## config.mk

```make
export PLATFORM = sky130hd
export DESIGN_NAME = xlate_fault_unit
export DESIGN_NICKNAME = d
export VERILOG_FILES = /design/src/rtl/xlate_fault_pkg.sv /design/src/rtl/xlate_fault_classify.sv /design/src/rtl/xlate_fault_addr.sv /design/src/rtl/xlate_fault_code.sv /design/src/rtl/xlate_fault_unit.sv
export SDC_FILE = /design/constraint.sdc
export NUM_CORES = 1
export LEC_CHECK = 0
export BUFFER_PORTS_ARGS = -buffer_cell sky130_fd_sc_hd__buf_2
export CAP_MARGIN = 20
export CORE_MARGIN = 5
export CORE_UTILIZATION = 48
export CTS_BUF_LIST = sky130_fd_sc_hd__clkbuf_8
export CTS_CLUSTER_SIZE = 28
export DETAILED_ROUTE_END_ITERATION = 10
export GPL_TIMING_DRIVEN = 0
export PLACE_DENSITY_LB_ADDON = 0.08
export SETUP_SLACK_MARGIN = 0.5
export SYNTH_ARGS = -nofsm -noshare
export SYNTH_HDL_FRONTEND = slang
export SYNTH_SLANG_ARGS = --single-unit
```

## constraint.sdc

```tcl
create_clock -name clk -period 2 [get_ports clk]
set_clock_uncertainty 0.15 [all_clocks]
set_input_delay 0.3 -clock clk [delete_from_list [all_inputs] [get_ports clk]]
set_output_delay 0.3 -clock clk [all_outputs]
set_load 0.02 [all_outputs]
```

## src/rtl/xlate_fault_pkg.sv

```systemverilog
package xlate_fault_pkg;

    localparam int unsigned CODE_PROT_DATA  = 16;
    localparam int unsigned CODE_PROT_FETCH = 17;
    localparam int unsigned CODE_MISS_DATA  = 18;
    localparam int unsigned CODE_MISS_FETCH = 19;
    localparam int unsigned STORE_BIT       = 10;

    typedef enum logic [1:0] {
        ACC_LOAD  = 2'd0,
        ACC_STORE = 2'd1,
        ACC_FETCH = 2'd2,
        ACC_RSVD  = 2'd3
    } acc_type_e;

    typedef enum logic [2:0] {
        DEC_IDLE   = 3'd0,
        DEC_BYPASS = 3'd1,
        DEC_MAP    = 3'd2,
        DEC_MISS   = 3'd3,
        DEC_PROT   = 3'd4
    } decision_e;

endpackage

```

## src/rtl/xlate_fault_classify.sv

```systemverilog
module xlate_fault_classify
    import xlate_fault_pkg::*;
(
    input  logic      req_valid,
    input  logic      mmu_fitted,
    input  logic      xlate_en,
    input  logic      tlb_hit,
    input  logic      tlb_prot,
    output decision_e decision
);
    always_comb begin
        if (!req_valid) begin
            decision = DEC_IDLE;
        end else if (!(mmu_fitted && xlate_en)) begin
            decision = DEC_BYPASS;
        end else if (tlb_hit) begin
            decision = DEC_MAP;
        end else if (tlb_prot) begin
            decision = DEC_PROT;
        end else begin
            decision = DEC_MISS;
        end
    end
endmodule

```

## src/rtl/xlate_fault_addr.sv

```systemverilog
module xlate_fault_addr #(
    parameter int unsigned VA_W       = 32,
    parameter int unsigned PA_W       = 32,
    parameter int unsigned PAGE_BYTES = 4096
) (
    input  logic [VA_W-1:0] vaddr,
    input  logic [VA_W-1:0] vbase,
    input  logic [PA_W-1:0] pbase,
    output logic [PA_W-1:0] mapped_paddr,
    output logic [PA_W-1:0] bypass_paddr
);
    localparam int unsigned OFS_W = $clog2(PAGE_BYTES);
    localparam int unsigned SUM_W = (VA_W > PA_W) ? VA_W : PA_W;

    logic [VA_W-1:0]  page_va;
    logic [SUM_W-1:0] va_ext;
    logic [SUM_W-1:0] vb_ext;
    logic [SUM_W-1:0] pb_ext;
    logic [SUM_W-1:0] sum;

    assign page_va = {vaddr[VA_W-1:OFS_W], {OFS_W{1'b0}}};

    generate
        if (SUM_W > VA_W) begin : g_va_pad
            assign va_ext = {{(SUM_W-VA_W){1'b0}}, page_va};
            assign vb_ext = {{(SUM_W-VA_W){1'b0}}, vbase};
        end else begin : g_va_same
            assign va_ext = page_va;
            assign vb_ext = vbase;
        end
        if (SUM_W > PA_W) begin : g_pa_pad
            assign pb_ext = {{(SUM_W-PA_W){1'b0}}, pbase};
        end else begin : g_pa_same
            assign pb_ext = pbase;
        end
    endgenerate

    assign sum          = pb_ext + va_ext - vb_ext;
    assign mapped_paddr = sum[PA_W-1:0];
    assign bypass_paddr = va_ext[PA_W-1:0];
endmodule

```

## src/rtl/xlate_fault_code.sv

```systemverilog
module xlate_fault_code
    import xlate_fault_pkg::*;
#(
    parameter int unsigned CODE_W = 16
) (
    input  logic              is_prot,
    input  logic [1:0]        acc_type,
    output logic [CODE_W-1:0] code
);
    logic is_fetch;
    logic is_store;

    assign is_fetch = (acc_type == ACC_FETCH);
    assign is_store = (acc_type == ACC_STORE);

    always_comb begin
        code = '0;
        if (is_prot) begin
            code[4:0] = is_fetch ? 5'(CODE_PROT_FETCH) : 5'(CODE_PROT_DATA);
        end else begin
            code[4:0] = is_fetch ? 5'(CODE_MISS_FETCH) : 5'(CODE_MISS_DATA);
        end
        code[STORE_BIT] = is_store;
    end
endmodule

```

## src/rtl/xlate_fault_unit.sv

```systemverilog
module xlate_fault_unit
    import xlate_fault_pkg::*;
#(
    parameter int unsigned VA_W       = 32,
    parameter int unsigned PA_W       = 32,
    parameter int unsigned PERM_W     = 3,
    parameter int unsigned CODE_W     = 16,
    parameter int unsigned PAGE_BYTES = 4096
) (
    input  logic              clk,
    input  logic              rst_n,
    input  logic              req_valid,
    input  logic [1:0]        req_type,
    input  logic [VA_W-1:0]   req_vaddr,
    input  logic              mmu_fitted,
    input  logic              xlate_en,
    input  logic              tlb_hit,
    input  logic              tlb_prot,
    input  logic [VA_W-1:0]   tlb_vbase,
    input  logic [PA_W-1:0]   tlb_pbase,
    input  logic [PERM_W-1:0] tlb_perm,
    input  logic              fault_ack,
    output logic              resp_valid,
    output logic [PA_W-1:0]   resp_paddr,
    output logic [PERM_W-1:0] resp_perm,
    output logic              resp_translated,
    output logic              fault_req,
    output logic [VA_W-1:0]   fault_addr,
    output logic [CODE_W-1:0] fault_code,
    output logic              recur_err
);
    typedef struct packed {
        logic              rvalid;
        logic [PA_W-1:0]   paddr;
        logic [PERM_W-1:0] perm;
        logic              xlated;
        logic              freq;
        logic [VA_W-1:0]   faddr;
        logic [CODE_W-1:0] fcode;
        logic              pending;
        logic              recur;
    } state_t;

    state_t    st_d, st_q;
    decision_e decision;
    logic [PA_W-1:0]   map_pa, byp_pa;
    logic [CODE_W-1:0] new_code;
    logic              is_fault;

    xlate_fault_classify u_cls (
        .req_valid (req_valid),
        .mmu_fitted(mmu_fitted),
        .xlate_en  (xlate_en),
        .tlb_hit   (tlb_hit),
        .tlb_prot  (tlb_prot),
        .decision  (decision)
    );

    xlate_fault_addr #(
        .VA_W      (VA_W),
        .PA_W      (PA_W),
        .PAGE_BYTES(PAGE_BYTES)
    ) u_addr (
        .vaddr       (req_vaddr),
        .vbase       (tlb_vbase),
        .pbase       (tlb_pbase),
        .mapped_paddr(map_pa),
        .bypass_paddr(byp_pa)
    );

    xlate_fault_code #(
        .CODE_W(CODE_W)
    ) u_code (
        .is_prot (decision == DEC_PROT),
        .acc_type(req_type),
        .code    (new_code)
    );

    assign is_fault = (decision == DEC_MISS) || (decision == DEC_PROT);

    always_comb begin
        st_d        = st_q;
        st_d.rvalid = 1'b0;
        st_d.freq   = 1'b0;
        st_d.recur  = 1'b0;
        if (fault_ack) begin
            st_d.pending = 1'b0;
        end
        case (decision)
            DEC_BYPASS: begin
                st_d.rvalid = 1'b1;
                st_d.paddr  = byp_pa;
                st_d.perm   = '1;
                st_d.xlated = 1'b0;
            end
            DEC_MAP: begin
                st_d.rvalid = 1'b1;
                st_d.paddr  = map_pa;
                st_d.perm   = tlb_perm;
                st_d.xlated = 1'b1;
            end
            default: ;
        endcase
        if (is_fault) begin
            if (st_q.pending && !fault_ack) begin
                st_d.recur = 1'b1;
            end else begin
                st_d.freq    = 1'b1;
                st_d.faddr   = req_vaddr;
                st_d.fcode   = new_code;
                st_d.pending = 1'b1;
            end
        end
    end

    always_ff @(posedge clk or negedge rst_n) begin
        if (!rst_n) begin
            st_q <= '0;
        end else begin
            st_q <= st_d;
        end
    end

    assign resp_valid      = st_q.rvalid;
    assign resp_paddr      = st_q.paddr;
    assign resp_perm       = st_q.perm;
    assign resp_translated = st_q.xlated;
    assign fault_req       = st_q.freq;
    assign fault_addr      = st_q.faddr;
    assign fault_code      = st_q.fcode;
    assign recur_err       = st_q.recur;
endmodule

```

==> results of run 1 <==
flip-flops by register name (all words and copies together), names as in the netlist, 3 cells and up:
signal and count:
fault_addr 32, fault_code 4, resp_paddr 32, resp_perm 3
cells by family (layout without fill, tap and decap cells):
group           Yosys count  in the layout  share of synthesized area [%]
compound gates          129            129                           14.4
xor+xnor                 29             29                           4.26
fa+ha+maj                62             62                           15.5
buf+inv                 201            494                           17.9
flops                    76             76                           31.9
mux                      35             35                           6.64
other cells               1             13                         0.0630
simple gates            104            104                           9.22
per-layer routing:
| layer | part of all wire (%) | vias to the layer above |
|---|---|---|
| met5 | 0 | - |
| met4 | 2.7 | 0 |
| met3 | 5.6 | 41 |
| met2 | 53 | 186 |
| met1 | 39 | 2713 |
| li1 | - | 2651 |
final timing paths:
path	cells after the start	slack, ps	endpoint
max	13	-1100	resp_paddr[28]
min	2	10	fault_addr[14]
max reg2reg	5	360	fault_addr[28]
min reg2reg	2	330	resp_translated
max in group asynchronous	3	790	resp_perm[1]
min in group asynchronous	2	300	fault_addr[3]
cell type report:
class	instances	area, sq um	share of cell area (%)
Multi-Input combinational cell	371	3930	40.2
Antenna cell	1	2.50	0.0256
Tap cell	168	210	2.15
Clock inverter	7	97.6	0.997
Timing Repair Buffer	277	2290	23.4
Sequential cell	76	1900	19.4
Clock buffer	9	124	1.27
Buffer	105	837	8.55
Inverter	96	393	4.01
synthesized netlist by cell type (all sizes together) (5+ instances only):
library cell / instances / area share, %
fa: 20 / 6.7
a22oi: 16 / 2.0
nand4: 7 / 0.74
buf: 88 / 11
xor2: 14 / 2.1
a21o: 17 / 2.1
xnor2: 15 / 2.2
nand2: 24 / 1.5
clkbuf: 17 / 1.1
a21oi: 19 / 1.6
o21ai: 44 / 3.8
mux2: 33 / 6.3
nand3: 24 / 2.0
and3: 6 / 0.63
dfrtp: 76 / 32
a211oi: 6 / 0.84
nor2: 12 / 0.76
nand2b: 5 / 0.53
ha: 42 / 8.8
inv: 96 / 6.0
critical path, stage by stage:
cell	delay [ps]
buf_6	100
fa_1	540
inv_2	50
ha_4	230
a211oi_4	220
o21bai_2	120
a21o_1	200
a221o_1	360
a221oi_2	310
a211o_2	200
o21ai_2	60
or4b_1	470
nand3_1	80
power groups by stage:
stage                     logic (mW)  clock network [mW]  registers, mW
after floorplan                 2.11                   0           1.92
after global placement          2.78                   0           1.94
after detailed placement        2.82                   0           1.96
after CTS                       3.41                1.39           1.92
after global routing            4.50                1.45           1.98
final                           4.24                1.36           1.95
stage by stage:
stage | cell area, sq um | utilization [%] | power [mW] | instances | hold WS, ps
floorplan | 6370 | - | 4.03 | 648 | -146
global placement | 7490 | 61.9 | 4.72 | 999 | 304
detailed placement | 7520 | 62.1 | 4.78 | 1000 | 147
CTS | 8780 | 72.5 | 6.72 | 1072 | 0.783
global route | 9780 | 80.8 | 7.92 | 1109 | -0.669
finish | 9790 | 80.8 | 7.55 | 1110 | 11.2
timing repair:
item | CTS | global route
resized for setup | 147 | 203
endpoints found under the hold margin | 42 | 0
hold buffers | 7 | 0
setup endpoints to repair | 82 | 126
gates cloned | 1 | 1
buffers inserted | 48 | 36
pin swaps | 64 | 55
==> results_dict.tcl, run 1 <==
set metrics [dict create \
    grt_pass1_vias 5678 \
    io_pins 196 \
    clockBufferDepth 2 \
    synth-seq-cells 76 \
    cp-end-kind "flop" \
    drt-initial-drc-count 257 \
    die_w_microns 121 \
    place_congestion 0.849 \
    synth_area_sq_um 5960 \
    p_int_mw 4.83 \
    synthFlopType "dfrtp_1" \
    dieArea_sq_um 14700 \
    dp_slack_ps -1610 \
    syn_to_final_growth_pct 64.3 \
    routed_via_density 5.04 \
    rsz0062_at_grt "yes" \
    dp_hpwl_microns 12000 \
    fillerInstances 736 \
    grtUsageMet1_pct 27.7 \
    numCtsBuffers 9 \
    setup_viol 24 \
    relSlewSlack_pct 57.7 \
    cts.clk_slew.worst_paths_ps 100 \
    path_max_fanout 4 \
    power.leakage_nw 4.91 \
    timing.final.crit_period_ps 3100 \
    grt_start_max_net_pins 41 \
    power_density_nw_per_um2 772 \
    combPwrFrac_pct 56.1 \
    cts_tree "yes" \
    yosysWarnings 0 \
    grt_first_pass_wirelength_microns 27000 \
    setup_ws_ps -1100 \
    groute.layer.met3.usage_pct 3.45 \
    status "finished, violations left" \
    wl_per_cell_microns 17.2 \
    start_util_pct 49.2 \
    final_nets 1107 \
    coreArea_sq_um 12100 \
    path_class "in -> reg" \
    hold_start "req_vaddr[14]" \
    seq_power_share_pct 25.8 \
    period_share_pct 155 \
    most-common-layout-cells "131 x buf_4, 112 x buf_6, 105 x buf_2" \
    start_kind "input port" \
    grt.total_usage_pct 22.8 \
    violations "negative setup slack" \
    fmax_mhz 323 \
    antenna_found_initial 0 \
    num_rows 40 \
    fin_tns_setup_ps -15700 \
    routed_wl_microns 19100 \
    cap_violations 0 \
    place.port_buffers 183 \
    clock_power_share_pct 18.1 \
    rr_startpoint "st_q[1]" \
    yosysSeqAreaShare_pct 31.9 \
    required_ps 2150 \
    final_common_cell "buf_4" \
    busiest_layer "met2" \
    vdd_drop_max_mv 0.408 \
    p_switching_mw 2.73 \
    synth_cell_types 57 \
    synthArstFlopShare_pct 100 \
    maxSlewViolCount 0 \
    clkSinkCount 76 \
    root_buffer "clkbuf_8" \
    synth-edff-count 0 \
    grt_overflow 0 \
    vias 5591 \
    cp.arrival_ps 3250 \
    worst_slew_pin_slew_ps 635 \
    clock_latency_ps 360 \
    drive_gt1_share_pct 57.7 \
    die_y_microns 121 \
    synth.avg_cell_area_sq_um 9.35 \
    cp-startpoint "tlb_vbase[15]" \
    met2_usage_pct 40.9 \
    synthCells 637 \
    switching_share_pct 36.1 \
    ant_nets 0 \
    drcViolationCount 0 \
    hold_path_class "in -> reg" \
    hold_viol_final 0 \
    cts.htree.levels 3 \
    dr.pass1.iters 4 \
]
No activity file was read; power rests on OpenSTA's default activity.
==> inputs of run 2 (changes only) <==
- CORE_UTILIZATION: 48 -> 50
- clock period: 2 -> 2.9 ns (I/O delays scaled with it)
==> results_dict.tcl, run 2 (synthesized netlist as in run 1, its figures left out) <==
set metrics [dict create \
    cp-end-kind "flop" \
    p_int_mw 2.75 \
    dieArea_sq_um 14200 \
    vias 5160 \
    antenna_found_initial 0 \
    cts.htree.levels 3 \
    clockBufferDepth 2 \
    most-common-layout-cells "170 x buf_2, 107 x buf_4, 77 x inv_1" \
    relSlewSlack_pct 51.5 \
    rsz0062_at_grt "yes" \
    switching_share_pct 37.3 \
    syn_to_final_growth_pct 38.9 \
    status "finished, violations left" \
    num_rows 39 \
    fmax_mhz 317 \
    path_max_fanout 6 \
    clock_power_share_pct 19.3 \
    start_util_pct 51.5 \
    vdd_drop_max_mv 0.341 \
    timing.final.crit_period_ps 3160 \
    rrSetupSlack_ps 690 \
    hold_start "tlb_prot" \
    clkSinkCount 76 \
    grt.total_usage_pct 22.1 \
    required_ps 3060 \
    p_switching_mw 1.64 \
    routed_via_density 5.07 \
    grt_pass1_vias 5135 \
    maxSlewViolCount 0 \
    fin_cells 1017 \
    worst_slew_pin_slew_ps 727 \
    power.leakage_nw 4.24 \
    period_share_pct 109 \
    hold_path_class "in -> reg" \
    clock_latency_ps 370 \
    routed_wl_microns 16200 \
    drcViolationCount 0 \
    drive_gt1_share_pct 50.2 \
    final_nets 1040 \
    cp.arrival_ps 3320 \
    start_kind "input port" \
    grt_first_pass_wirelength_microns 25400 \
    wl_per_cell_microns 15.9 \
    rr_endpoint "fault_addr[30]" \
    timing.hold.ws_ps 83.2 \
    power_density_nw_per_um2 530 \
    combPwrFrac_pct 50.4 \
    grt_start_max_net_pins 49 \
    final_common_cell "buf_2" \
    min_to "fault_code[1]" \
    numCtsBuffers 9 \
    violations "negative setup slack" \
    reg2reg_depth 5 \
    root_buffer "clkbuf_8" \
    dp.cells 975 \
    setup_viol 9 \
    cap_violations 0 \
    cts_tree "yes" \
    seq_power_share_pct 30.3 \
    path_class "in -> reg" \
    hold_viol_final 0 \
    place_congestion 0.868 \
    cts.clk_slew.worst_paths_ps 80 \
    dpl_cell_area_sq_um 7430 \
    die_y_microns 119 \
    design_area_sq_um 8270 \
    rr_startpoint "st_q[1]" \
    dr.pass1.iters 4 \
    io_pins 196 \
    holdPathStages 2 \
    coreArea_sq_um 11600 \
    die_w_microns 119 \
    grt_overflow 0 \
    setup_ws_ps -258 \
    place.port_buffers 183 \
    dp_hpwl_microns 12200 \
    drt-initial-drc-count 234 \
    ant_nets 0 \
    antenna_cells 0 \
]
[run 2: changes by cell type in the layout (fill, tap and decap cells not counted), sizes merged]
cell,change
clkinvlp,-1
diode,-1
clkinv,+2
clkbuf,-1
dlygate4sd3,-6
buf,-60
bufinv,-1
[run 2: power groups by stage]
stage          logic [mW]  clock network (mW)  registers [mW]
3_3_place_gp         1.89                   0            1.34
4_1_cts              2.06               0.873            1.33
3_5_place_dp         1.94                   0            1.35
2_1_floorplan        1.44                   0            1.32
6_report             2.21               0.848            1.33
5_1_grt              2.41               0.906            1.35
[run 2: per-layer routing]
layer	up-vias	global-route usage, %	wire [microns]
met1	2466	27.7	6900
met3	13	5.31	1060
met2	159	38.0	8050
met5	-	0	0
met4	0	6.66	206
li1	2522	-	-
[run 2: repair_timing]
item                                   CTS  global route
hold buffers                             1             0
buffers inserted                        11            14
setup endpoints to repair               20            22
pin swaps                               36            45
gates resized for setup                 46            56
endpoints found under the hold margin   28             0
[run 2: cell type report]
cell class                      instances  area (sq um)
Fill cell                             901          3290
Sequential cell                        76          1900
Inverter                               96           378
Multi-Input combinational cell        371          3640
Clock inverter                          7          76.3
Tap cell                              143           179
Clock buffer                            9           124
Buffer                                105           734
Timing Repair Buffer                  210          1240
[run 2: critical path: stages]
cell	delay [ps]
buf_8	90
inv_8	30
fa_1	550
inv_2	50
ha_4	240
a211oi_2	180
o21bai_1	100
a21o_1	160
a221o_1	370
a221oi_4	300
a211o_2	200
o21ai_2	70
or4b_1	460
nand3_1	80
[run 2: how the worst max path moves through the flow]
stage | from | cells past startpoint | end
detailed placement | req_vaddr[14] | 15 | resp_paddr[27]
global placement | req_vaddr[14] | 15 | resp_paddr[27]
global route | req_vaddr[15] | 14 | resp_paddr[28]
CTS | tlb_vbase[14] | 14 | resp_paddr[27]
floorplan | tlb_vbase[14] | 13 | resp_paddr[27]
finish | req_vaddr[15] | 14 | resp_paddr[28]
[run 2: stage by stage]
step	setup WS (ps)	power (mW)	setup TNS, ps	utilization [%]
3_3_place_gp	-849	3.23	-7160	64.0
2_1_floorplan	-452	2.76	-2400	-
3_5_place_dp	-872	3.29	-7670	64.3
6_report	-258	4.38	-1570	71.5
4_1_cts	-392	4.26	-2280	68.7
5_1_grt	-381	4.66	-2690	71.5
